**src/rtl/mxd_pkg.sv**
```systemverilog
package mxd_pkg;

  localparam int NLINK = 2;

  typedef struct packed {
    logic dbl;
    logic dedge;
    logic fp_lead;
    logic fp_inv;
  } mxd_mode_t;

  // bit number carried by a tick index
  function automatic int unsigned tick_bit(int unsigned t, logic dbl);
    return dbl ? (t >> 1) : t;
  endfunction

  // whether a tick index is a data-sampling tick
  function automatic logic phase_ok(int unsigned t, logic dbl, logic dedge);
    return !dbl || (t[0] == dedge);
  endfunction

  // slot distance from a link's offset, modulo the slot count
  function automatic int unsigned rel_slot(int unsigned slot, int unsigned off,
                                           int unsigned slots);
    return (slot + slots - off) % slots;
  endfunction

endpackage

```
**src/rtl/mxd_timing.sv**
```systemverilog
module mxd_timing
  import mxd_pkg::*;
#(
  parameter int SLOTS = 128,
  localparam int BITS = SLOTS * 8,
  localparam int TW = $clog2(BITS * 2),
  localparam int BW = $clog2(BITS)
) (
  input  logic            clk,
  input  logic            rst_n,
  input  logic            tick,
  input  logic            fp_in,
  input  mxd_mode_t       mode,
  output logic            samp,
  output logic [BW-1:0]   bit_idx,
  output logic            synced,
  output logic            align_err
);

  logic [TW-1:0] pos;
  logic [TW-1:0] last_t;
  logic [TW-1:0] exp_t;
  logic [TW-1:0] cur_t;
  logic          fp_act;
  logic          misaligned;

  assign fp_act     = tick && (fp_in ^ mode.fp_inv);
  assign last_t     = mode.dbl ? TW'(BITS * 2 - 1) : TW'(BITS - 1);
  assign exp_t      = mode.fp_lead ? last_t : '0;
  assign cur_t      = fp_act ? exp_t : pos;
  assign misaligned = fp_act && synced && (pos != exp_t);
  assign samp       = tick && (synced || (fp_act && !mode.fp_lead))
                      && phase_ok(32'(cur_t), mode.dbl, mode.dedge);
  assign bit_idx    = BW'(tick_bit(32'(cur_t), mode.dbl));

  always_ff @(posedge clk) begin
    if (!rst_n) begin
      pos       <= '0;
      synced    <= 1'b0;
      align_err <= 1'b0;
    end else if (tick) begin
      pos <= (cur_t == last_t) ? '0 : cur_t + 1'b1;
      if (fp_act)     synced    <= 1'b1;
      if (misaligned) align_err <= 1'b1;
    end
  end

  assert_misalign_flags_R10: assert property (@(posedge clk) disable iff (!rst_n)
    misaligned |=> align_err);
  assert_err_sticky_R10: assert property (@(posedge clk) disable iff (!rst_n)
    align_err |=> align_err);

endmodule

```
**src/rtl/mxd_shift.sv**
```systemverilog
module mxd_shift #(
  parameter int SLOTS = 128,
  localparam int BITS = SLOTS * 8,
  localparam int BW = $clog2(BITS),
  localparam int SW = $clog2(SLOTS)
) (
  input  logic          clk,
  input  logic          rst_n,
  input  logic          samp,
  input  logic [BW-1:0] bit_idx,
  input  logic          d,
  input  logic          s,
  output logic          done,
  output logic [SW-1:0] slot,
  output logic [7:0]    byte_q,
  output logic [3:0]    sig_q
);

  logic [6:0] sh;
  logic [2:0] sg;
  logic [2:0] bpos;

  assign bpos = bit_idx[2:0];

  always_ff @(posedge clk) begin
    if (!rst_n) begin
      sh     <= '0;
      sg     <= '0;
      done   <= 1'b0;
      slot   <= '0;
      byte_q <= '0;
      sig_q  <= '0;
    end else begin
      done <= 1'b0;
      if (samp) begin
        sh <= {sh[5:0], d};
        if (bpos[2]) sg <= {sg[1:0], s};
        if (bpos == 3'd7) begin
          done   <= 1'b1;
          byte_q <= {sh, d};
          sig_q  <= {sg, s};
          slot   <= bit_idx[BW-1:3];
        end
      end
    end
  end

  assert_done_after_sample_R12: assert property (@(posedge clk) disable iff (!rst_n)
    done |-> $past(samp));

endmodule

```
**src/rtl/mux_bus_splitter.sv**
```systemverilog
module mux_bus_splitter
  import mxd_pkg::*;
#(
  parameter int SLOTS = 128
) (
  input  logic                            clk,
  input  logic                            rst_n,
  input  logic                            bus_tick,
  input  logic                            bus_fp,
  input  logic                            bus_data,
  input  logic                            bus_sig,
  input  logic                            cfg_dbl_rate,
  input  logic                            cfg_data_edge,
  input  logic                            cfg_fp_lead,
  input  logic                            cfg_fp_inv,
  input  logic                            cfg_irq_en,
  input  logic [$clog2(SLOTS)-1:0]        cfg_off_a,
  input  logic [$clog2(SLOTS)-1:0]        cfg_off_b,
  output logic [1:0]                      lnk_vld,
  output logic [1:0]                      lnk_fstart,
  output logic [1:0][$clog2(SLOTS)-2:0]   lnk_idx,
  output logic [1:0][7:0]                 lnk_data,
  output logic [1:0][3:0]                 lnk_sig,
  output logic                            cfg_err,
  output logic                            align_err,
  output logic                            irq
);

  localparam int BW = $clog2(SLOTS * 8);
  localparam int SW = $clog2(SLOTS);
  localparam int IW = SW - 1;

  mxd_mode_t     mode;
  logic          samp;
  logic [BW-1:0] bit_idx;
  logic          synced;
  logic          done;
  logic [SW-1:0] slot;
  logic [7:0]    byte_q;
  logic [3:0]    sig_q;

  assign mode = '{dbl: cfg_dbl_rate, dedge: cfg_data_edge,
                  fp_lead: cfg_fp_lead, fp_inv: cfg_fp_inv};

  mxd_timing #(.SLOTS(SLOTS)) u_timing (
    .clk(clk), .rst_n(rst_n), .tick(bus_tick), .fp_in(bus_fp), .mode(mode),
    .samp(samp), .bit_idx(bit_idx), .synced(synced), .align_err(align_err)
  );

  mxd_shift #(.SLOTS(SLOTS)) u_shift (
    .clk(clk), .rst_n(rst_n), .samp(samp), .bit_idx(bit_idx),
    .d(bus_data), .s(bus_sig), .done(done), .slot(slot),
    .byte_q(byte_q), .sig_q(sig_q)
  );

  assign cfg_err = (cfg_off_a[0] == cfg_off_b[0]);
  assign irq     = align_err && cfg_irq_en;

  for (genvar i = 0; i < NLINK; i++) begin : g_link
    logic [SW-1:0] off;
    logic [31:0]   rel;
    logic          own;
    assign off = (i == 0) ? cfg_off_a : cfg_off_b;
    always_comb begin
      rel = rel_slot(32'(slot), 32'(off), SLOTS);
      own = done && !rel[0] && ((i == 0) || !cfg_err);
    end
    assign lnk_vld[i]    = own;
    assign lnk_idx[i]    = own ? IW'(rel >> 1) : '0;
    assign lnk_data[i]   = own ? byte_q : '0;
    assign lnk_sig[i]    = own ? sig_q : '0;
    assign lnk_fstart[i] = own && (rel == 32'd0);
  end

  assert_one_link_R12: assert property (@(posedge clk) disable iff (!rst_n)
    $onehot0(lnk_vld));
  assert_vld_follows_tick_R12: assert property (@(posedge clk) disable iff (!rst_n)
    (lnk_vld != 2'b00) |-> $past(bus_tick));
  assert_no_output_unsynced_R2: assert property (@(posedge clk) disable iff (!rst_n)
    !synced |-> (lnk_vld == 2'b00));
  assert_collision_mutes_b_R9: assert property (@(posedge clk) disable iff (!rst_n)
    cfg_err |-> !lnk_vld[1]);
  assert_fstart_a_R4: assert property (@(posedge clk) disable iff (!rst_n)
    lnk_fstart[0] |-> (lnk_vld[0] && lnk_idx[0] == '0));
  assert_fstart_b_R4: assert property (@(posedge clk) disable iff (!rst_n)
    lnk_fstart[1] |-> (lnk_vld[1] && lnk_idx[1] == '0));

endmodule

```
**config.mk**
```make
export PLATFORM = sky130hd
export DESIGN_NAME = mux_bus_splitter
export DESIGN_NICKNAME = d
export VERILOG_FILES = /design/src/rtl/mxd_pkg.sv /design/src/rtl/mxd_timing.sv /design/src/rtl/mxd_shift.sv /design/src/rtl/mux_bus_splitter.sv
export SDC_FILE = /design/constraint.sdc
export NUM_CORES = 1
export LEC_CHECK = 0
export BUFFER_PORTS_ARGS = -buffer_cell sky130_fd_sc_hd__buf_2
export CAP_MARGIN = 20
export CORE_ASPECT_RATIO = 0.6
export CORE_MARGIN = 4
export CORE_UTILIZATION = 34
export CTS_BUF_LIST = sky130_fd_sc_hd__clkbuf_4
export CTS_CLUSTER_DIAMETER = 150
export DETAILED_ROUTE_END_ITERATION = 10
export PLACE_DENSITY = 0.64
export SYNTH_ARGS = -nofsm -noshare
export SYNTH_HDL_FRONTEND = slang
export SYNTH_SLANG_ARGS = --single-unit
```
**constraint.sdc**
```tcl
create_clock -name clk -period 2.9 [get_ports clk]
set_clock_uncertainty 0.2 [all_clocks]
set_input_delay 0.145 -clock clk [delete_from_list [all_inputs] [get_ports clk]]
set_output_delay 0.145 -clock clk [all_outputs]
set_load 0.01 [all_outputs]
```
==> flow_summary.json, run 1 <==
{
  "portBuffers": 67,
  "crit_fanout": 2,
  "rows": 26,
  "fill_cells": 868,
  "drcViolationCount": 0,
  "root_buffer": "clkbuf_4",
  "synth-edff-count": 0,
  "arrival_ns": 2.47,
  "final_net_count": 492,
  "synth-main-ff-cell": "dfxtp_1",
  "setup_viol": 0,
  "tritoncts": "built",
  "relSlewSlack": 0.404,
  "yosysWarnings": 0,
  "cts_buffers": 5,
  "area_growth_pct": 19.0,
  "synthArstFlopShare": 0,
  "cap_violations": 0,
  "grt.total_usage": 0.151,
  "cts_htree_levels": 2,
  "initial_core_util": 0.354,
  "grt_pass1_wl_um": 13100,
  "cp.required_ns": 2.56,
  "dieArea_mm2": 0.0106,
  "worst_pin_slew_ns": 0.894,
  "drtAntennaViolNets": 0,
  "leakagePower_nw": 1.79,
  "die-width_um": 130,
  "holdWs_ns": 0.0504,
  "ir_worst_vdd_v": 0.000215,
  "clock_latency_ns": 0.35,
  "avgSynthCellArea_um2": 7.75,
  "synth_fp_nets": 432,
  "synth_cell_types": 59,
  "antenna_found_initial": 0,
  "outcome": "finished, final reports clean",
  "routedWlPerCell_um": 14.0,
  "hold_viol_final": 0,
  "min_path_type": "input pin to flop",
  "core_area_mm2": 0.00859,
  "cts_buffer_depth": 2,
  "cp-start-kind": "flop",
  "syn_inst": 392,
  "r2r-start": "u_timing.pos[0]",
  "ys_ff_latch": 43,
  "layout_common_cells": "buf_2, nand2_1, dfxtp_1, mux2i_1, nor2_1",
  "drive_gt1_frac": 0.249,
  "vias": 2945,
  "total_power_mw": 1.14,
  "critPathLaunch": "u_shift.slot[0]",
  "hpwl_um": 5960,
  "ys_seq_area_frac": 0.283,
  "ios": 68,
  "final-seq-area_um2": 863,
  "grt_max_degree": 44,
  "critPathKind": "flop to output pin",
  "drt_first_iter_violations": 245,
  "die_y_um": 81.2,
  "layout_commonest_cell": "buf_2",
  "grt_overflow": 0,
  "vias_per_cell": 5.20,
  "drt-total-wl_um": 7940,
  "globalplace.congestion": 0.890,
  "grt_pass1_vias": 2842,
  "clkTransAtPathRegs_ns": 0.14,
  "drv_slew": 0,
  "first_pass_iters": 4,
  "multi_input_area_mm2": 0.00203,
  "p_per_area_mw_per_mm2": 317,
  "rsz0062_at_grt": "yes",
  "finalCriticalPeriod_ns": 2.81,
  "syn_area_mm2": 0.00304,
  "hold_start": "rst_n",
  "fmax_ghz": 0.356,
  "crit_path_end_kind": "output pin",
  "fin_crit_sh": 0.969,
  "clock_sinks": 43
}
cells in the mapped netlist (all sizes together), types with 7 or more instances:
cell | count | area share
nand2 | 59 | 0.073
and2 | 16 | 0.033
ha | 13 | 0.054
nor3 | 7 | 0.012
a21oi | 16 | 0.026
mux2i | 30 | 0.099
and3 | 15 | 0.031
a31oi | 7 | 0.019
dfxtp | 43 | 0.28
o21ai | 26 | 0.043
clkbuf | 17 | 0.021
inv | 25 | 0.031
nor2 | 28 | 0.035
nand3 | 13 | 0.021
buf | 8 | 0.023
per-stage QoR:
| stage | cells | setup TNS (ns) | util | worst slack, ns | area (um^2) |
|---|---|---|---|---|---|
| floorplan | 392 | 0 | - | 0.426 | 3040 |
| global placement | 554 | 0 | 0.400 | 0.429 | 3440 |
| detailed placement | 554 | 0 | 0.400 | 0.276 | 3440 |
| CTS | 564 | 0 | 0.410 | 0.00624 | 3520 |
| global route | 565 | -0.0740 | 0.420 | -0.0540 | 3610 |
| finish | 566 | 0 | 0.421 | 0.0894 | 3610 |
critical path, cell delays in order, from the launching register on:
cell and delay [ns]:
dfxtp_2 0.36, inv_4 0.07, ha_4 0.14, inv_2 0.04, fa_2 0.41, a21oi_2 0.17, o211ai_1 0.11, a21oi_2 0.18
xnor2_2 0.16, nor4bb_4 0.31, buf_2 0.17
power breakdown:
group / internal (mW) / switching, mW
clock: 0.0973 / 0.205
sequential: 0.601 / 0.0165
combinational: 0.0931 / 0.130
logic make-up after synthesis:
kind of cell | synth area share
buffers and inverters | 0.0758
flip-flops | 0.283
multiplexers | 0.114
XOR/XNOR | 0.0371
AO/OA/AOI/OAI | 0.161
adder cells (fa/ha/maj) | 0.0668
AND/OR/NAND/NOR | 0.262
routing by layer:
layer / wire (um) / vias up / part of all wire / track usage
met5: 0 / - / 0 / 0
met1: 3980 / 1350 / 0.50 / 0.220
met4: 0 / 0 / 0 / 0.0197
li1: - / 1500 / - / -
met3: 590 / 0 / 0.074 / 0.0401
met2: 3360 / 95 / 0.42 / 0.229
path summary, 6_finish.rpt:
kind	end	slack [ns]	cells past startpoint
worst max-delay path	lnk_fstart[1]	0.09	10
worst min-delay path	u_timing.synced	0.05	3
worst max register to register	u_shift.byte_q[0]	0.52	5
worst min register to register	u_shift.sig_q[3]	0.27	2
area by class of cell:
type | instances | share of cell area
Timing Repair Buffer | 78 | 0.117
Tap cell | 112 | 0.0388
Inverter | 25 | 0.0267
Clock buffer | 5 | 0.0104
Antenna cell | 1 | 0.000693
Clock inverter | 3 | 0.00658
Multi-Input combinational cell | 299 | 0.561
Sequential cell | 43 | 0.239
timing repair:
action | in CTS | in global routing
setup endpoints to repair | 1 | 3
pin swaps | 0 | 13
gates resized for setup | 2 | 20
hold buffers | 2 | 0
endpoints found under the hold margin | 4 | 0
buffers inserted | 0 | 1
sequential cells by signal, indices dropped and copies added (netlist names):
signal / flops
u_shift.byte_q: 8
u_shift.done: 1
u_shift.sg: 3
u_shift.sh: 7
u_shift.sig_q: 4
u_shift.slot: 7
u_timing.align_err: 1
u_timing.pos: 11
u_timing.synced: 1
Power figures use the tool's default switching activity.
==> run 2: changes to the inputs <==
Clock period 2.9 ns to 3.15 ns, I/O delays scaled along.
==> run 2 against run 1 <==
Net effect:
- first-iteration DRC count increased by 4.5%
- power decreased by 3.0%
- clock-buffer cell count unchanged
- critical path type unchanged
- largest power group unchanged
- highest routed layer is now met4
==> flow_summary.json, run 2 (synthesis gave the netlist of run 1 again) <==
{
  "finish.utilization": 0.410,
  "hold_viol_final": 0,
  "rsz0062_at_grt": "no",
  "antenna_found_initial": 0,
  "drt-total-wl_um": 8080,
  "cts_buffers": 5,
  "fin_area_mm2": 0.00352,
  "critPathKind": "flop to output pin",
  "slowest_delay_ns": 0.41,
  "core_area_mm2": 0.00859,
  "drt_first_iter_violations": 256,
  "path_delay_family": "adder cells",
  "area_growth_pct": 16.0,
  "switching_share": 0.284,
  "crit_path_end_kind": "output pin",
  "fin_crit_sh": 0.909,
  "seqPwrFrac": 0.512,
  "p_switching_uw": 315,
  "wl_met1_um": 4030,
  "cts_buffer_depth": 2,
  "routedWlPerCell_um": 14.4,
  "dpl.cell_count": 551,
  "post-cts-setup-buffers": 0,
  "vias_per_cell": 5.36,
  "drv_slew": 0,
  "cell_internal_pwr_uw": 794,
  "cp-start-kind": "flop",
  "drive_gt1_frac": 0.208,
  "first_pass_iters": 5,
  "grt_overflow": 0,
  "clkTransAtPathRegs_ns": 0.14,
  "rows": 26,
  "outcome": "finished, final reports clean",
  "arrival_ns": 2.51,
  "layout_common_cells": "buf_2, nand2_1, dfxtp_1, mux2i_1, nor2_1",
  "clockPowerShare": 0.312,
  "tritoncts": "built",
  "top_regs": "u_timing.pos: 11 flops, u_shift.byte_q: 8 flops",
  "met3_length_um": 495,
  "ir_worst_vdd_v": 0.000218,
  "drtAntennaViolNets": 0,
  "fin_ws_ns": 0.285,
  "pre_cts_slack_ns": 0.377,
  "critPathSlowestCell": "fa_1",
  "root_buffer": "clkbuf_4",
  "final_net_count": 488,
  "worstPathBufferInverterCount": 3,
  "top_layer_used": "met4",
  "setup_viol": 0,
  "dieArea_mm2": 0.0106,
  "layout_commonest_cell": "buf_2",
  "dr_wl_met2_um": 3480,
  "leakagePower_nw": 1.75,
  "grt_max_degree": 45,
  "relSlewSlack": 0.418,
  "worst_pin_slew_ns": 0.872,
  "cp.required_ns": 2.79,
  "drcViolationCount": 0,
  "p_per_area_mw_per_mm2": 315,
  "grt_pass1_vias": 2744,
  "die_y_um": 81.2,
  "setup_tns_ns": 0,
  "die-width_um": 130,
  "comb_power_share": 0.176,
  "portBuffers": 67,
  "grt.total_usage": 0.151,
  "cts_htree_levels": 2,
  "cp_cell_sequence": "inv_1 > ha_1 > inv_1 > fa_1 > a21oi_1 > o211ai_1 > a21oi_1 > xnor2_1 > nor4bb_1 > buf_2",
  "clock_latency_ns": 0.35,
  "dpl_cell_area_mm2": 0.00341,
  "total_power_mw": 1.11,
  "largest-register": "u_timing.pos",
  "fill_cells": 902,
  "clock_sinks": 43,
  "fin_cells": 561,
  "holdWs_ns": 0.0796,
  "fmax_ghz": 0.349,
  "min_path_type": "input pin to flop",
  "cap_violations": 0,
  "ios": 68,
  "finalCriticalPeriod_ns": 2.86,
  "grt_pass1_wl_um": 13200,
  "vias": 3006,
  "crit_fanout": 2,
  "globalplace.congestion": 0.887,
  "initial_core_util": 0.354,
  "hpwl_um": 6030,
  "largest_reg_flops": 11
}
-- run 2: cell types whose count changed in the layout (fill, tap and decap cells not counted), sizes merged --
cell and delta:
buf -4, bufinv +1, clkinvlp -1, inv -1
-- run 2: timing repair --
action / 4_1_cts / 5_1_grt
endpoints found under the hold margin: 4 / 0
gates resized for setup: 0 / 2
hold buffers: 2 / 0
setup endpoints to repair: 0 / 1
-- run 2: power groups by stage --
stage | combinational (mW) | clock [mW] | sequential, mW
global placement | 0.185 | 0 | 0.580
detailed placement | 0.188 | 0 | 0.580
floorplan | 0.146 | 0 | 0.570
finish | 0.195 | 0.346 | 0.568
CTS | 0.192 | 0.354 | 0.568
global route | 0.216 | 0.382 | 0.570
-- run 2: cell type report --
class	instances	area, um^2	share of cell area
clock buffer	5	37.5	0.0107
inverter	25	93.8	0.0266
multi-input combinational	299	1960	0.556
clock inverter	2	37.5	0.0107
timing repair buffer	74	393	0.112
tap	112	140	0.0398
sequential	43	861	0.244
antenna	1	2.50	0.000710
-- run 2: worst paths after layout --
check                  start  cells after the start  slack, ns                to
min reg2reg    u_shift.sg[2]                      2       0.27  u_shift.sig_q[3]
max reg2reg  u_timing.pos[0]                      8       0.62   u_timing.pos[5]
max          u_shift.slot[0]                     10       0.29     lnk_fstart[1]
min              cfg_fp_lead                      4       0.08   u_timing.pos[1]
-- run 2: worst reg2reg max path: stages, from the launching register on --
cell,delay [ns]
dfxtp_1,0.52
nand2_1,0.09
nand2_1,0.07
ha_1,0.27
nand4_1,0.14
or4b_1,0.60
nand2_1,0.14
o21ai_0,0.11
a32o_1,0.30
-- run 2: layer usage --
metal / vias up / track usage
li1: 1491 / -
met1: 1408 / 0.223
met2: 95 / 0.227
met3: 12 / 0.0335
met4: 0 / 0.0280
met5: - / 0
==> run 3: changes to the inputs <==
Settings changed: PLACE_DENSITY 0.64 to 0.66.
Clock period 3.15 ns to 2.55 ns, I/O delays scaled along.
==> run 3 against run 2 <==
Net effect:
- core utilization up 2.0 points
- die area is the same
- setup slack got worse by 0.52 ns
- the flow now finishes with violations (setup timing)
- sequential power up 23%
- clock-buffer cell count did not move
- register-to-register slack got worse by 0.32 ns
- global-route usage increased by 0.99 points
- non-clock buffer count grew 16
- via count is 1.4% higher
- power up 22%
- largest cell class unchanged
- clock power grew 9.2%
- final cell count grew 2.9%
==> flow_summary.json, run 3 (synthesis gave the netlist of run 1 again) <==
{
  "outcome": "finished with violations",
  "violations": "setup timing",
  "path_delay_family": "adder cells",
  "fin_crit_sh": 1.09,
  "min_path_type": "input pin to flop",
  "cap_violations": 0,
  "cp_cell_sequence": "inv_4 > ha_4 > inv_2 > fa_2 > a21oi_4 > o211ai_1 > a21oi_1 > xnor2_1 > nor4bb_2 > buf_2",
  "globalplace.congestion": 0.943,
  "arrival_ns": 2.46,
  "ios": 68,
  "holdWs_ns": 0.00551,
  "dieArea_mm2": 0.0106,
  "portBuffers": 67,
  "p_per_area_mw_per_mm2": 367,
  "clockPowerShare": 0.279,
  "antenna_found_initial": 0,
  "layout_commonest_cell": "buf_2",
  "slowest_delay_ns": 0.39,
  "cp.required_ns": 2.22,
  "clock_latency_ns": 0.38,
  "tritoncts": "built",
  "layout_common_cells": "buf_2, nand2_1, dfxtp_1, mux2i_1, nor2_1",
  "relSlewSlack": 0.662,
  "grt_pass1_vias": 2828,
  "drive_gt1_frac": 0.265,
  "cp-start-kind": "flop",
  "fill_cells": 893,
  "rsz0062_at_grt": "yes",
  "hpwl_um": 6440,
  "fmax_ghz": 0.359,
  "critPathSlowestCell": "fa_2",
  "grt_overflow": 0,
  "cell_internal_pwr_uw": 913,
  "first_pass_iters": 5,
  "r2r_setup_slack_ns": 0.30,
  "setup_viol": 3,
  "routedWlPerCell_um": 15.0,
  "critPathKind": "flop to output pin",
  "clkTransAtPathRegs_ns": 0.16,
  "largest-register": "u_timing.pos",
  "grt_pass1_wl_um": 13900,
  "cts_buffers": 5,
  "die-width_um": 130,
  "comb_power_share": 0.207,
  "worst_pin_slew_ns": 0.507,
  "drt-total-wl_um": 8680,
  "final_net_count": 504,
  "grt.total_usage": 0.161,
  "largest_reg_flops": 11,
  "vias_per_cell": 5.28,
  "leakagePower_nw": 1.82,
  "initial_core_util": 0.354,
  "fin_ws_ns": -0.234,
  "num_antenna_cells": 0,
  "clock_sinks": 43,
  "pre_cts_slack_ns": -0.0148,
  "worstPathBufferInverterCount": 3,
  "root_buffer": "clkbuf_4",
  "cts_htree_levels": 2,
  "area_growth_pct": 21.7,
  "ir_worst_vdd_v": 0.000218,
  "vias": 3048,
  "seqPwrFrac": 0.513,
  "drtAntennaViolNets": 0,
  "core_area_mm2": 0.00859,
  "cts_buffer_depth": 2,
  "switching_share": 0.327,
  "drv_slew": 0,
  "crit_fanout": 2,
  "drcViolationCount": 0,
  "crit_path_end_kind": "output pin",
  "top_regs": "u_timing.pos: 11 flops, u_shift.byte_q: 8 flops",
  "die_y_um": 81.2,
  "hold_viol_final": 0,
  "finalCriticalPeriod_ns": 2.78,
  "rows": 26,
  "drt_first_iter_violations": 282,
  "grt_max_degree": 44,
  "p_switching_uw": 443
}
run 3: area by class of cell:
cell class	count	area, um^2	share of cell area
Clock buffer	5	37.5	0.0102
Clock inverter	3	23.8	0.00643
Inverter	25	96.3	0.0261
Multi-Input combinational cell	299	2020	0.546
Sequential cell	43	866	0.234
Tap cell	112	140	0.0379
Timing Repair Buffer	90	515	0.140
run 3: through the flow:
stage | area [um^2] | cells | utilization | setup TNS, ns | total power, mW
final | 3690 | 577 | 0.430 | -0.499 | 1.36
after global routing | 3690 | 577 | 0.430 | -1.12 | 1.42
after CTS | 3630 | 574 | 0.423 | -0.433 | 1.34
after detailed placement | 3500 | 563 | 0.408 | -0.0148 | 0.968
after global placement | 3500 | 563 | 0.408 | 0 | 0.963
after floorplan | 3040 | 392 | - | 0 | 0.884
run 3: per-layer routing:
metal	global-route usage	part of all wire
met1	0.241	0.51
met2	0.235	0.41
met3	0.0414	0.080
met4	0.0249	0.0052
met5	0	0
run 3: power groups by stage:
stage	clock network [mW]	logic, mW	registers (mW)
3_5_place_dp	0	0.257	0.711
6_report	0.378	0.281	0.696
4_1_cts	0.380	0.268	0.696
3_3_place_gp	0	0.252	0.711
5_1_grt	0.415	0.308	0.698
2_1_floorplan	0	0.180	0.705
run 3: worst reg2reg max path, cell delays in order (launching register included):
cell and delay (ns):
dfxtp_1 0.44, nand2_1 0.07, nand2_1 0.06, ha_1 0.17, nand4_1 0.13, or4b_1 0.60, nand2_1 0.14, o21ai_0 0.09
a32o_1 0.28
run 3: timing repair:
action                                  CTS  global route
gates resized for setup                  12            10
hold endpoints to repair                  5             0
hold buffers                              3             0
endpoints found under the setup margin    5             7
setup buffers                             0             3
pin swaps                                 5            19
run 3: final timing paths:
path | startpoint | cells after the start | end
min | rst_n | 3 | u_shift.sg[2]
max | u_shift.slot[0] | 10 | lnk_fstart[1]
min reg2reg | u_shift.sh[6] | 2 | u_shift.byte_q[7]
max reg2reg | u_timing.pos[0] | 8 | u_timing.pos[5]
